[src/rtl/uart_irq_pkg.sv]
package uart_irq_pkg;
  localparam int NUM_SRC = 5;
  localparam int IER_W   = 4;
  localparam int DATA_W  = 8;

  // source index: 0 is the highest priority
  localparam int SRC_RLS  = 0;
  localparam int SRC_RDA  = 1;
  localparam int SRC_CTO  = 2;
  localparam int SRC_THRE = 3;
  localparam int SRC_MSI  = 4;

  typedef enum logic [2:0] {
    ID_MSI  = 3'b000,
    ID_THRE = 3'b001,
    ID_RDA  = 3'b010,
    ID_RLS  = 3'b011,
    ID_CTO  = 3'b110
  } irq_id_e;

  function automatic irq_id_e id_of(int idx);
    case (idx)
      SRC_RLS:  return ID_RLS;
      SRC_RDA:  return ID_RDA;
      SRC_CTO:  return ID_CTO;
      SRC_THRE: return ID_THRE;
      default:  return ID_MSI;
    endcase
  endfunction

  // enable bit gating each source
  function automatic int en_bit(int idx);
    case (idx)
      SRC_RLS:  return 2;
      SRC_RDA:  return 0;
      SRC_CTO:  return 0;
      SRC_THRE: return 1;
      default:  return 3;
    endcase
  endfunction
endpackage

[src/rtl/uart_irq_ier.sv]
module uart_irq_ier
  import uart_irq_pkg::*;
#(
  parameter int W  = IER_W,
  parameter int DW = DATA_W
) (
  input  logic          clk_i,
  input  logic          rst_ni,
  input  logic          wr_i,
  input  logic [DW-1:0] wdata_i,
  output logic [W-1:0]  en_o,
  output logic [DW-1:0] rdata_o
);
  localparam int PAD = DW - W;

  logic [W-1:0] en_q;
  logic         unused_hi;

  assign unused_hi = ^wdata_i[DW-1:W];

  always_ff @(posedge clk_i or negedge rst_ni) begin
    if (!rst_ni)   en_q <= '0;
    else if (wr_i) en_q <= wdata_i[W-1:0];
  end

  assign en_o    = en_q;
  assign rdata_o = {{PAD{1'b0}}, en_q};
endmodule

[src/rtl/uart_irq_mask.sv]
module uart_irq_mask
  import uart_irq_pkg::*;
#(
  parameter int N = NUM_SRC,
  parameter int W = IER_W
) (
  input  logic [N-1:0] src_i,
  input  logic [W-1:0] en_i,
  input  logic         fifo_i,
  output logic [N-1:0] act_o
);
  for (genvar g = 0; g < N; g++) begin : g_src
    localparam int EB = en_bit(g);
    if (g == SRC_CTO) begin : g_cto
      // timeout exists only with FIFOs on
      assign act_o[g] = src_i[g] & en_i[EB] & fifo_i;
    end else begin : g_std
      assign act_o[g] = src_i[g] & en_i[EB];
    end
  end
endmodule

[src/rtl/uart_irq_prio.sv]
module uart_irq_prio
  import uart_irq_pkg::*;
#(
  parameter int N = NUM_SRC
) (
  input  logic [N-1:0] act_i,
  output logic         pend_o,
  output irq_id_e      id_o
);
  always_comb begin
    id_o = ID_MSI;
    for (int i = N - 1; i >= 0; i--) begin
      if (act_i[i]) id_o = id_of(i);
    end
  end

  assign pend_o = |act_i;
endmodule

[src/rtl/uart_irq_iir.sv]
module uart_irq_iir
  import uart_irq_pkg::*;
#(
  parameter int DW = DATA_W
) (
  input  logic          clk_i,
  input  logic          rst_ni,
  input  logic          hold_i,
  input  logic          pend_i,
  input  irq_id_e       id_i,
  input  logic          fifo_i,
  output logic [DW-1:0] iir_o
);
  localparam int PAD = DW - 6;

  logic [DW-1:0] iir_d, iir_q;

  always_comb begin
    iir_d        = '0;
    iir_d[0]     = ~pend_i;
    iir_d[3:1]   = pend_i ? id_i : ID_MSI;
    iir_d[DW-1:DW-2] = {2{fifo_i}};
  end

  always_ff @(posedge clk_i or negedge rst_ni) begin
    if (!rst_ni)      iir_q <= {{(DW-1){1'b0}}, 1'b1};
    else if (!hold_i) iir_q <= iir_d;
  end

  assign iir_o = iir_q;

  logic [PAD-1:0] unused_pad;
  assign unused_pad = '0;
endmodule

[src/rtl/uart_irq_ctrl.sv]
module uart_irq_ctrl
  import uart_irq_pkg::*;
(
  input  logic              clk_i,
  input  logic              rst_ni,
  input  logic              fifo_mode_i,
  input  logic              rls_i,
  input  logic              rda_i,
  input  logic              cto_i,
  input  logic              thre_i,
  input  logic              msi_i,
  input  logic              iir_rd_i,
  input  logic              ier_wr_i,
  input  logic [DATA_W-1:0] ier_wdata_i,
  output logic [DATA_W-1:0] ier_o,
  output logic [DATA_W-1:0] iir_o,
  output logic              intr_o
);
  logic [NUM_SRC-1:0] src, act;
  logic [IER_W-1:0]   en;
  logic               pend;
  irq_id_e            id;
  logic               intr_q;

  always_comb begin
    src           = '0;
    src[SRC_RLS]  = rls_i;
    src[SRC_RDA]  = rda_i;
    src[SRC_CTO]  = cto_i;
    src[SRC_THRE] = thre_i;
    src[SRC_MSI]  = msi_i;
  end

  uart_irq_ier #(.W(IER_W), .DW(DATA_W)) u_ier (
    .clk_i   (clk_i),
    .rst_ni  (rst_ni),
    .wr_i    (ier_wr_i),
    .wdata_i (ier_wdata_i),
    .en_o    (en),
    .rdata_o (ier_o)
  );

  uart_irq_mask #(.N(NUM_SRC), .W(IER_W)) u_mask (
    .src_i  (src),
    .en_i   (en),
    .fifo_i (fifo_mode_i),
    .act_o  (act)
  );

  uart_irq_prio #(.N(NUM_SRC)) u_prio (
    .act_i  (act),
    .pend_o (pend),
    .id_o   (id)
  );

  uart_irq_iir #(.DW(DATA_W)) u_iir (
    .clk_i  (clk_i),
    .rst_ni (rst_ni),
    .hold_i (iir_rd_i),
    .pend_i (pend),
    .id_i   (id),
    .fifo_i (fifo_mode_i),
    .iir_o  (iir_o)
  );

  // line is not frozen by a read
  always_ff @(posedge clk_i or negedge rst_ni) begin
    if (!rst_ni) intr_q <= 1'b0;
    else         intr_q <= pend;
  end

  assign intr_o = intr_q;
endmodule

[config.mk]
export PLATFORM = sky130hd
export DESIGN_NAME = uart_irq_ctrl
export DESIGN_NICKNAME = d
export VERILOG_FILES = /design/src/rtl/uart_irq_pkg.sv /design/src/rtl/uart_irq_ier.sv /design/src/rtl/uart_irq_mask.sv /design/src/rtl/uart_irq_prio.sv /design/src/rtl/uart_irq_iir.sv /design/src/rtl/uart_irq_ctrl.sv
export SDC_FILE = /design/constraint.sdc
export NUM_CORES = 1
export LEC_CHECK = 0
export BUFFER_PORTS_ARGS = -buffer_cell sky130_fd_sc_hd__buf_2
export CAP_MARGIN = 20
export CELL_PAD_IN_SITES_DETAIL_PLACEMENT = 1
export CELL_PAD_IN_SITES_GLOBAL_PLACEMENT = 2
export CORE_MARGIN = 2
export CORE_UTILIZATION = 24
export CTS_BUF_LIST = sky130_fd_sc_hd__clkbuf_4
export CTS_CLUSTER_DIAMETER = 40
export DETAILED_ROUTE_END_ITERATION = 7
export HOLD_SLACK_MARGIN = 0.15
export PLACE_DENSITY_LB_ADDON = 0.1
export RECOVER_POWER = 100
export SETUP_SLACK_MARGIN = 0.2
export SLEW_MARGIN = 0
export SYNTH_ARGS = -nofsm -noshare
export SYNTH_HDL_FRONTEND = slang
export SYNTH_SLANG_ARGS = --single-unit
[constraint.sdc]
create_clock -name clk_i -period 1.7 [get_ports clk_i]
set_input_delay 0.085 -clock clk_i [delete_from_list [all_inputs] [get_ports clk_i]]
set_output_delay 0.085 -clock clk_i [all_outputs]
set_load 0.005 [all_outputs]
# Word-level counts from Yosys, hierarchy flattened
# Cells that the tools add are included.
# Widths: inputs -> output; s select.
dict set report op_classes {
  muxes 5
  reduce_logical 1
  n_bitwise 7
}
# op count
set op_table {}
lappend op_table {{$mux 3} 4}
lappend op_table {{$and 1x1->1} 6}
lappend op_table {{$reduce_or 5->1} 1}
lappend op_table {{$mux 1} 1}
lappend op_table {{$not 1->1} 1}
dict set report totals {
  out_inout_bits 17
  elab_cells 16
  regBits 10
}

# Logic depth before layout (Yosys ltp)
# Gate-level depths: netlist of the first run.
dict set report depth {
  depth_word 6
  ltp_mapped 4
}

# Hierarchy
# From an unflattened synthesis of the first run, not the netlist that was laid out.
dict set report unflattened {
  hier_cells 50
  hier_area_um2 526.8
}
# mod area_each_um2 instances seq_area_each_um2 cells_per_inst
set by_module_without_submodules {}
lappend by_module_without_submodules {uart_irq_iir 225.2 1 126.4 22}
lappend by_module_without_submodules {uart_irq_ier 209.0 1 100.1 17}
lappend by_module_without_submodules {uart_irq_prio 36.3 1 0.0 5}
lappend by_module_without_submodules {uart_irq_mask 31.3 1 0.0 5}
lappend by_module_without_submodules {uart_irq_ctrl 25.0 1 25.0 1}

# Least setup slack after synthesis of the first run
# OpenSTA, ideal clock, no wires.
dict set report synth_path {
  kind {reg-to-reg}
  from {reg u_ier.en_q[2] (netlist: u_ier.en_o[2])}
  to {reg u_iir.iir_q[1] (netlist: u_iir.iir_o[1])}
  required_ps 1580
  path_stages_with_launch 4
  setup_ps 120
  synth_period_minus_slack_ps 858
  t_arrival_ps 738
  path_slack_ps 842
  n_path_buf 0
  cell_sequence {dfrtp_1 > nand2_1 > o21ai_0 > a41o_1}
}
dict set report synth_via {
  elab_chain_cells 3
  elab_cells_between_ends 4
  cone_classes {mux (2); bitwise (1); reduce/logical (1)}
}
# item line_no
set synth_rtl {}
lappend synth_rtl {{start, declared} uart_irq_ier.sv:16} ;# logic [W-1:0] en_q;
lappend synth_rtl {{start signal, assigned} uart_irq_ier.sv:23} ;# else if (wr_i) en_q <= wdata_i[W-1:0];
lappend synth_rtl {{$and 1x1->1 *} uart_irq_mask.sv:18} ;# assign act_o[g] = src_i[g] & en_i[EB];
lappend synth_rtl {{$reduce_or 5->1 / $mux 3 (equally long branches)} {uart_irq_prio.sv:17, uart_irq_prio.sv:13}}
lappend synth_rtl {{$mux 3 *} uart_irq_iir.sv:21} ;# iir_d[3:1] = pend_i ? id_i : ID_MSI;
lappend synth_rtl {{end signal, assigned} uart_irq_iir.sv:26} ;# if (!rst_ni) iir_q <= {{(DW-1){1'b0}}, 1'b1};
lappend synth_rtl {{end signal, assigned} uart_irq_iir.sv:27} ;# else if (!hold_i) iir_q <= iir_d;
lappend synth_rtl {{end, declared} uart_irq_iir.sv:16} ;# logic [DW-1:0] iir_d, iir_q;
# Every way passes the cells marked *; elsewhere a longest branch is shown, timed or not.
# A chain may end at the register's enable or synchronous reset.

# Worst setup path in the final report of the first run
dict set report layout_path {
  from {in ier_wr_i}
  to {reg u_ier.en_q[2] (netlist: u_ier.en_o[2])}
}
# item line_no
set layout_rtl {}
lappend layout_rtl {{start, declared} uart_irq_ctrl.sv:13} ;# input logic ier_wr_i,
# No word-level cell between the ends.

==> metrics.md, run 1 <==
| Metric | Value |
|---|---|
| Kind of critical path | `input pin to flip-flop` |
| Top Layer Used | `met3` |
| M1 WL | `485 um` |
| Sw frac | `24.0%` |
| CTS Sinks | `10` |
| Setup tns final | `0 ps` |
| Clock power frac | `31.1%` |
| Antenna violations before repair | `0` |
| Layout cells sized above 1 | `34.6%` |
| Peak VDD IR | `0.445 mV` |
| Post-route cell area | `752 um2` |
| DR vias | `421` |
| Fill cells | `243` |
| Class of the worst hold path | `input pin to flip-flop` |
| Die H | `49.1 um` |
| Worst-margin pin slew | `547 ps` |
| CTS Root Buffer Type | `clkbuf_4` |
| Largest net degree at the start of global routing | `11` |
| Inst Count DP | `89` |
| Ant diodes | `0` |
| Clk Latency, worst-skew pair | `260 ps` |
| Detailed-route DRC error count | `0` |
| IO Pins | `35` |
| Syn Area/Cell | `11.9 um2` |
| Netlist Area Pre-Place | `488 um2` |
| Post CTS Setup Buffer Count | `0` |
| Layout Cells excl Fill | `108` |
| WP data arrival | `1610 ps` |
| Maximum clock path buffer count | `2` |
| Placement Cell Area | `597 um2` |
| GRT Overall Usage | `9.90%` |
| Setup crit end kind | `flip-flop` |
| Largest cells by area after synthesis | `dfrtp_1, buf_4, mux2_2` |
| Final slew viol count | `0` |
| Cells after Synth | `41` |
| WP buf/inv | `3` |
| Htree depth | `1` |
| Nets | `100` |
| Required time of the critical path | `1850 ps` |
| Detail Route Antenna Nets | `0` |
| Via-per-instance ratio | `3.90` |
| Part of the power in registers | `47.8%` |
| Total CTS buffers | `3` |
| Worst-path clk slew | `70 ps` |
| Die Area | `0.00241 mm2` |
| Yosys reg bits | `10` |
| Largest stage delay on the critical path | `550 ps` |
| RSZ-0062 raised after global routing | `false` |
| CP top delay family | `buffers and inverters` |
| Comb pwr share | `21.2%` |
| Register area share after synthesis | `51.5%` |
| Synth area leader | `dfrtp_1` |
| IO Port Bufs | `24` |
| Finish-stage setup viols | `0` |
| Pleak | `0.000362 uW` |
| Pwr per Cell Area | `781 mW/mm2` |
| CP Cell Sequence | `dlygate4sd3_1 > buf_4 > mux2_2 > dlygate4sd3_1` |
| Top cell type's share of synthesized area | `46.2%` |
| Starting Density | `25.1%` |
| DR WL/cell | `10.0 um` |
| CP startpoint kind | `input pin` |
| Status | `complete, no violations` |
| Core area | `0.00194 mm2` |
| Met3 wire len | `78 um` |
| Clock Skew | `8.68 ps` |
| Row count | `16` |
| Starting DRT DRC Count | `1` |
| Tcrit/Tclk final | `86.4%` |
| Pint | `446 uW` |
| Most frequent CP cell | `dlygate4sd3_1` |
| Tmin final | `1470 ps` |
| Total wire length | `1.08 mm` |
| GP Congestion | `0.625` |
| Global-route wire length before repair | `1.80 mm` |
| Met2 wire length | `519 um` |
| Slowest-stage cell, CP | `dlygate4sd3_1` |
| Max_slew headroom | `63.5%` |
| Post-synthesis cell type count | `18` |
| Area grow syn2layout | `54.1%` |
| Critical path peak fanout | `5` |
| Vias in the first global route | `424` |
| Detail Placement HPWL | `837 um` |
| Max Cap Viol | `0` |
| Grt total ovfl | `0` |
| Net Sw Power | `141 uW` |
| Synth warnings | `0` |
| CTS tree | `done` |
| Max Freq | `0.681 GHz` |
| Die Wd | `49.1 um` |
| Final Hold Viols | `0` |
| First-pass DRT Iterations | `2` |
==> metrics by stage <==
step | util (%) | setup WS [ps] | hold slack, ps | power (uW)
3_3_place_gp | 30.7 | 776 | -39.2 | 390
2_1_floorplan | - | 842 | -211 | 348
4_1_cts | 40.0 | 217 | 171 | 612
3_5_place_dp | 30.7 | 780 | -38.6 | 392
6_report | 38.7 | 231 | 227 | 588
5_1_grt | 38.7 | 201 | 272 | 630
==> power by group through the flow <==
| stage | Combinational (uW) | Sequential, uW | Clock (uW) |
|---|---|---|---|
| after floorplan | 59.3 | 289 | 0 |
| after global placement | 104 | 286 | 0 |
| after detailed placement | 105 | 287 | 0 |
| after CTS | 133 | 283 | 196 |
| after global routing | 139 | 286 | 205 |
| final | 124 | 281 | 183 |
==> per-layer routing <==
layer | global-route usage, % | up-vias
met4 | 2.86 | 0
met5 | 0 | -
met2 | 15.8 | 21
li1 | - | 211
met1 | 11.7 | 189
met3 | 4.91 | 0
==> synth_stat cells <==
cell	n
a32o_1	1
mux2_2	4
a22oi_1	1
conb_1	1
a2bb2oi_1	1
a21oi_1	1
dfrtp_1	9
dfstp_2	1
a41o_1	1
o41ai_2	1
o21ai_4	1
inv_1	2
nand3_1	1
buf_6	1
buf_4	7
and2_4	1
nand2_1	5
o21ai_0	2
==> worst min-delay path, cell delays in order <==
cell	delay, ps
buf_2	90
and2_0	160
nand2_1	70
o41ai_1	60
==> final timing paths <==
| path | from | to | slack (ps) | cells after the start |
|---|---|---|---|---|
| setup / recovery | ier_wr_i | u_ier.en_o[2] | 230 | 4 |
| min in group asynchronous | rst_ni | u_iir.iir_o[6] | 310 | 2 |
| hold reg to reg | u_iir.iir_o[3] | u_iir.iir_o[3] | 480 | 2 |
| hold / removal | cto_i | u_iir.iir_o[3] | 230 | 4 |
| max in group asynchronous | rst_ni | u_iir.iir_o[0] | 1010 | 2 |
| setup reg to reg | u_ier.en_o[2] | u_ier.en_o[2] | 360 | 2 |
==> final cells by class <==
class | count | area, um2 | share of cell area [%]
repair buffers | 39 | 267 | 35.4
flip-flops and latches | 10 | 251 | 33.4
multi-input cells | 26 | 163 | 21.6
well taps | 27 | 33.8 | 4.49
clock buffers | 4 | 30.0 | 3.99
inverters | 2 | 7.51 | 0.998
==> state kept, by name (all words and copies together) (netlist names) <==
| name | cells |
|---|---|
| intr_o | 1 |
| u_ier.en_o | 4 |
| u_iir.iir_o | 5 |
==> repair_timing <==
action	CTS	global route
endpoints found under the setup margin	0	3
endpoints found under the hold margin	18	1
hold buffers	15	1
resized for setup	0	1
==> kinds of logic (layout without fill, tap and decap cells) <==
logic type	after synthesis	in the layout	synth area share (%)
flops	10	10	51.5
other cells	1	6	0.768
compound gates	9	9	17.2
simple gates	7	7	6.67
mux	4	4	9.23
buf+inv	10	45	14.6
==> layout by cell type (no fill, tap or decap), drive strengths merged <==
| cell type | n |
|---|---|
| a22oi | 1 |
| nand3 | 1 |
| inv | 2 |
| o41ai | 1 |
| dlygate4sd3 | 15 |
| buf | 19 |
| a2bb2oi | 1 |
| o21ai | 3 |
| and2 | 1 |
| a21oi | 1 |
| a41o | 1 |
| mux2 | 4 |
| dfrtp | 9 |
| a32o | 1 |
| conb | 6 |
| dfstp | 1 |
| clkbuf | 9 |
| nand2 | 5 |
(Power assumes the default switching activity.)
==> run 2: changes to the inputs <==
- REMOVE_ABC_BUFFERS: default -> 1
- clock period: 1.7 -> 1.9 ns (I/O delays scaled with it)
==> run 2 against run 1 <==
Via count rose by 1.2%. Critical path depth did not move. Cell area rose by 1.5%. Clock power fell by 13%. Worst setup slack improved by 57 ps. Global-route usage rose by 0.91 points. Largest power group unchanged.
==> metrics.md, run 2 (synthesized netlist as in run 1, its figures left out) <==
| Metric | Value |
|---|---|
| Comb pwr share | `22.1% (+0.9 points)` |
| Pleak | `0.000369 uW (+1.8%)` |
| Starting Density | `25.1% (unchanged)` |
| Post CTS Setup Buffer Count | `0 (unchanged)` |
| IO Port Bufs | `24 (unchanged)` |
| Detail Placement HPWL | `834 um (-0.36%)` |
| Critical path peak fanout | `5 (unchanged)` |
| Setup crit end kind | `flip-flop` |
| Max_slew headroom | `62.8% (-0.77 points)` |
| Final slew viol count | `0 (unchanged)` |
| Pint | `403 uW (-9.7%)` |
| Setup slack after layout | `288 ps (+57.2 ps)` |
| Area grow syn2layout | `56.4%` |
| Largest net degree at the start of global routing | `11 (unchanged)` |
| Most frequent cells in the layout | `buf_2, dlygate4sd3_1, dfrtp_1` |
| Antenna violations before repair | `0 (unchanged)` |
| Layout cells sized above 1 | `37.0% (+2.5 points)` |
| Htree depth | `1 (unchanged)` |
| Class of the worst hold path | `input pin to flip-flop` |
| Maximum clock path buffer count | `2 (unchanged)` |
| Setup tns final | `0 ps (unchanged)` |
| Die Area | `0.00241 mm2 (unchanged)` |
| Total wire length | `1.14 mm (+5.1%)` |
| GRT Overall Usage | `10.8% (+0.91 points)` |
| Worst-path clk slew | `70 ps (about the same)` |
| Post-route cell area | `763 um2 (+1.5%)` |
| DR vias | `426 (+1.2%)` |
| Nets | `100 (unchanged)` |
| Placement Cell Area | `597 um2 (unchanged)` |
| IO Pins | `35 (unchanged)` |
| Kind of critical path | `input pin to flip-flop` |
| Clock power frac | `30.2% (-0.9 points)` |
| Via-per-instance ratio | `3.94 (+1.2%)` |
| Peak VDD IR | `0.440 mV (-1.1%)` |
| Starting DRT DRC Count | `0 (-1)` |
| Max reg flops | `5 (unchanged)` |
| CTS tree | `done` |
| Required time of the critical path | `2040 ps (+190 ps)` |
| Die Wd | `49.1 um (unchanged)` |
| Max Cap Viol | `0 (unchanged)` |
| Tmin final | `1610 ps` |
| Ant diodes | `0 (unchanged)` |
| Sw frac | `24.0% (-0.029 points)` |
| Worst-margin pin slew | `559 ps (+11.6 ps)` |
| Detail Route Antenna Nets | `0 (unchanged)` |
| Net Sw Power | `127 uW (-9.9%)` |
| Die H | `49.1 um (unchanged)` |
| Total Power | `530 uW (-9.8%)` |
| First-pass DRT Iterations | `1 (-1)` |
| Fill cells | `237 (-2.5%)` |
| CTS Sinks | `10 (unchanged)` |
| Max Freq | `0.620 GHz` |
| Worst slack, placed | `968 ps (+188 ps)` |
| Commonest non-fill, non-tap cell in the layout | `buf_2` |
| Hold WS | `188 ps (-39.6 ps)` |
| Vias in the first global route | `446 (+5.2%)` |
| Global-route wire length before repair | `1.94 mm (+7.7%)` |
| Status | `complete, no violations` |
| CTS Root Buffer Type | `clkbuf_4` |
| Row count | `16 (unchanged)` |
| Core area | `0.00194 mm2 (unchanged)` |
| Grt total ovfl | `0 (unchanged)` |
| GP Congestion | `0.601 (-3.8%)` |
| Tcrit/Tclk final | `84.8%` |
| Clock Skew | `7.86 ps (-0.822 ps)` |
| Pwr per Cell Area | `694 mW/mm2 (-11%)` |
| Post-cts repair resize count | `0 (unchanged)` |
| Cts hold-fix bufs | `15 (unchanged)` |
| RSZ-0062 raised after global routing | `false` |
| Part of the power in registers | `47.7% (about the same)` |
| Finish-stage setup viols | `0 (unchanged)` |
| Total CTS buffers | `3 (unchanged)` |
| Clk Latency, worst-skew pair | `260 ps (about the same)` |
| DR WL/cell | `10.5 um (+5.1%)` |
| R2r setup slk | `430 ps (+70 ps)` |
| CP startpoint kind | `input pin` |
| Detailed-route DRC error count | `0 (unchanged)` |
| Final Hold Viols | `0 (unchanged)` |
| WP data arrival | `1750 ps (+140 ps)` |
run 2: changes by cell type in the layout (fill, tap and decap cells not counted):
cell and delta:
clkbuf_1 -1, and2_4 +1, o21ai_4 +1, buf_1 +1
buf_4 -1, buf_2 +1, o21ai_0 -1, and2_0 -1
run 2: final cells by class:
cell class              count  area (um2)  share of cell area (%)
clock buffers               4        30.0                    3.93
inverters                   2        7.51                   0.984
multi-input cells          26         176                    23.1
flip-flops and latches     10         251                    33.0
well taps                  27        33.8                    4.43
repair buffers             39         264                    34.6
run 2: power groups by stage:
stage               Clock (uW)  Sequential, uW  Combinational, uW
finish                     160             253                117
detailed placement           0             257               93.1
CTS                        172             253                121
global route               187             256                130
floorplan                    0             259               36.9
global placement             0             257               93.0
run 2: stage by stage:
step,utilization [%],std cells
floorplan,-,38
detailed placement,30.7,89
global placement,30.7,89
global route,39.3,108
CTS,40.0,108
finish,39.3,108
run 2: final timing paths:
kind	from	endpoint	cells past startpoint
setup reg to reg	u_ier.en_o[2]	u_iir.iir_o[3]	4
min in group asynchronous	rst_ni	u_iir.iir_o[3]	2
setup / recovery	ier_wr_i	u_ier.en_o[3]	4
max in group asynchronous	rst_ni	u_iir.iir_o[0]	2
hold / removal	iir_rd_i	u_iir.iir_o[0]	2
hold reg to reg	u_iir.iir_o[6]	u_iir.iir_o[6]	1
run 2: per-layer routing:
metal  GRT usage (%)  part of all wire [%]  up-vias
met5               0                     0        -
met4            1.43                     0        0
met3            5.83                   6.8        0
met2            18.9                    50       19
met1            11.7                    43      197
li1                -                     -      210
run 2: worst max-delay path, cell delays in order:
cell and delay (ps):
dlygate4sd3_1 520, clkbuf_1 220, mux2_2 360, dlygate4sd3_1 550
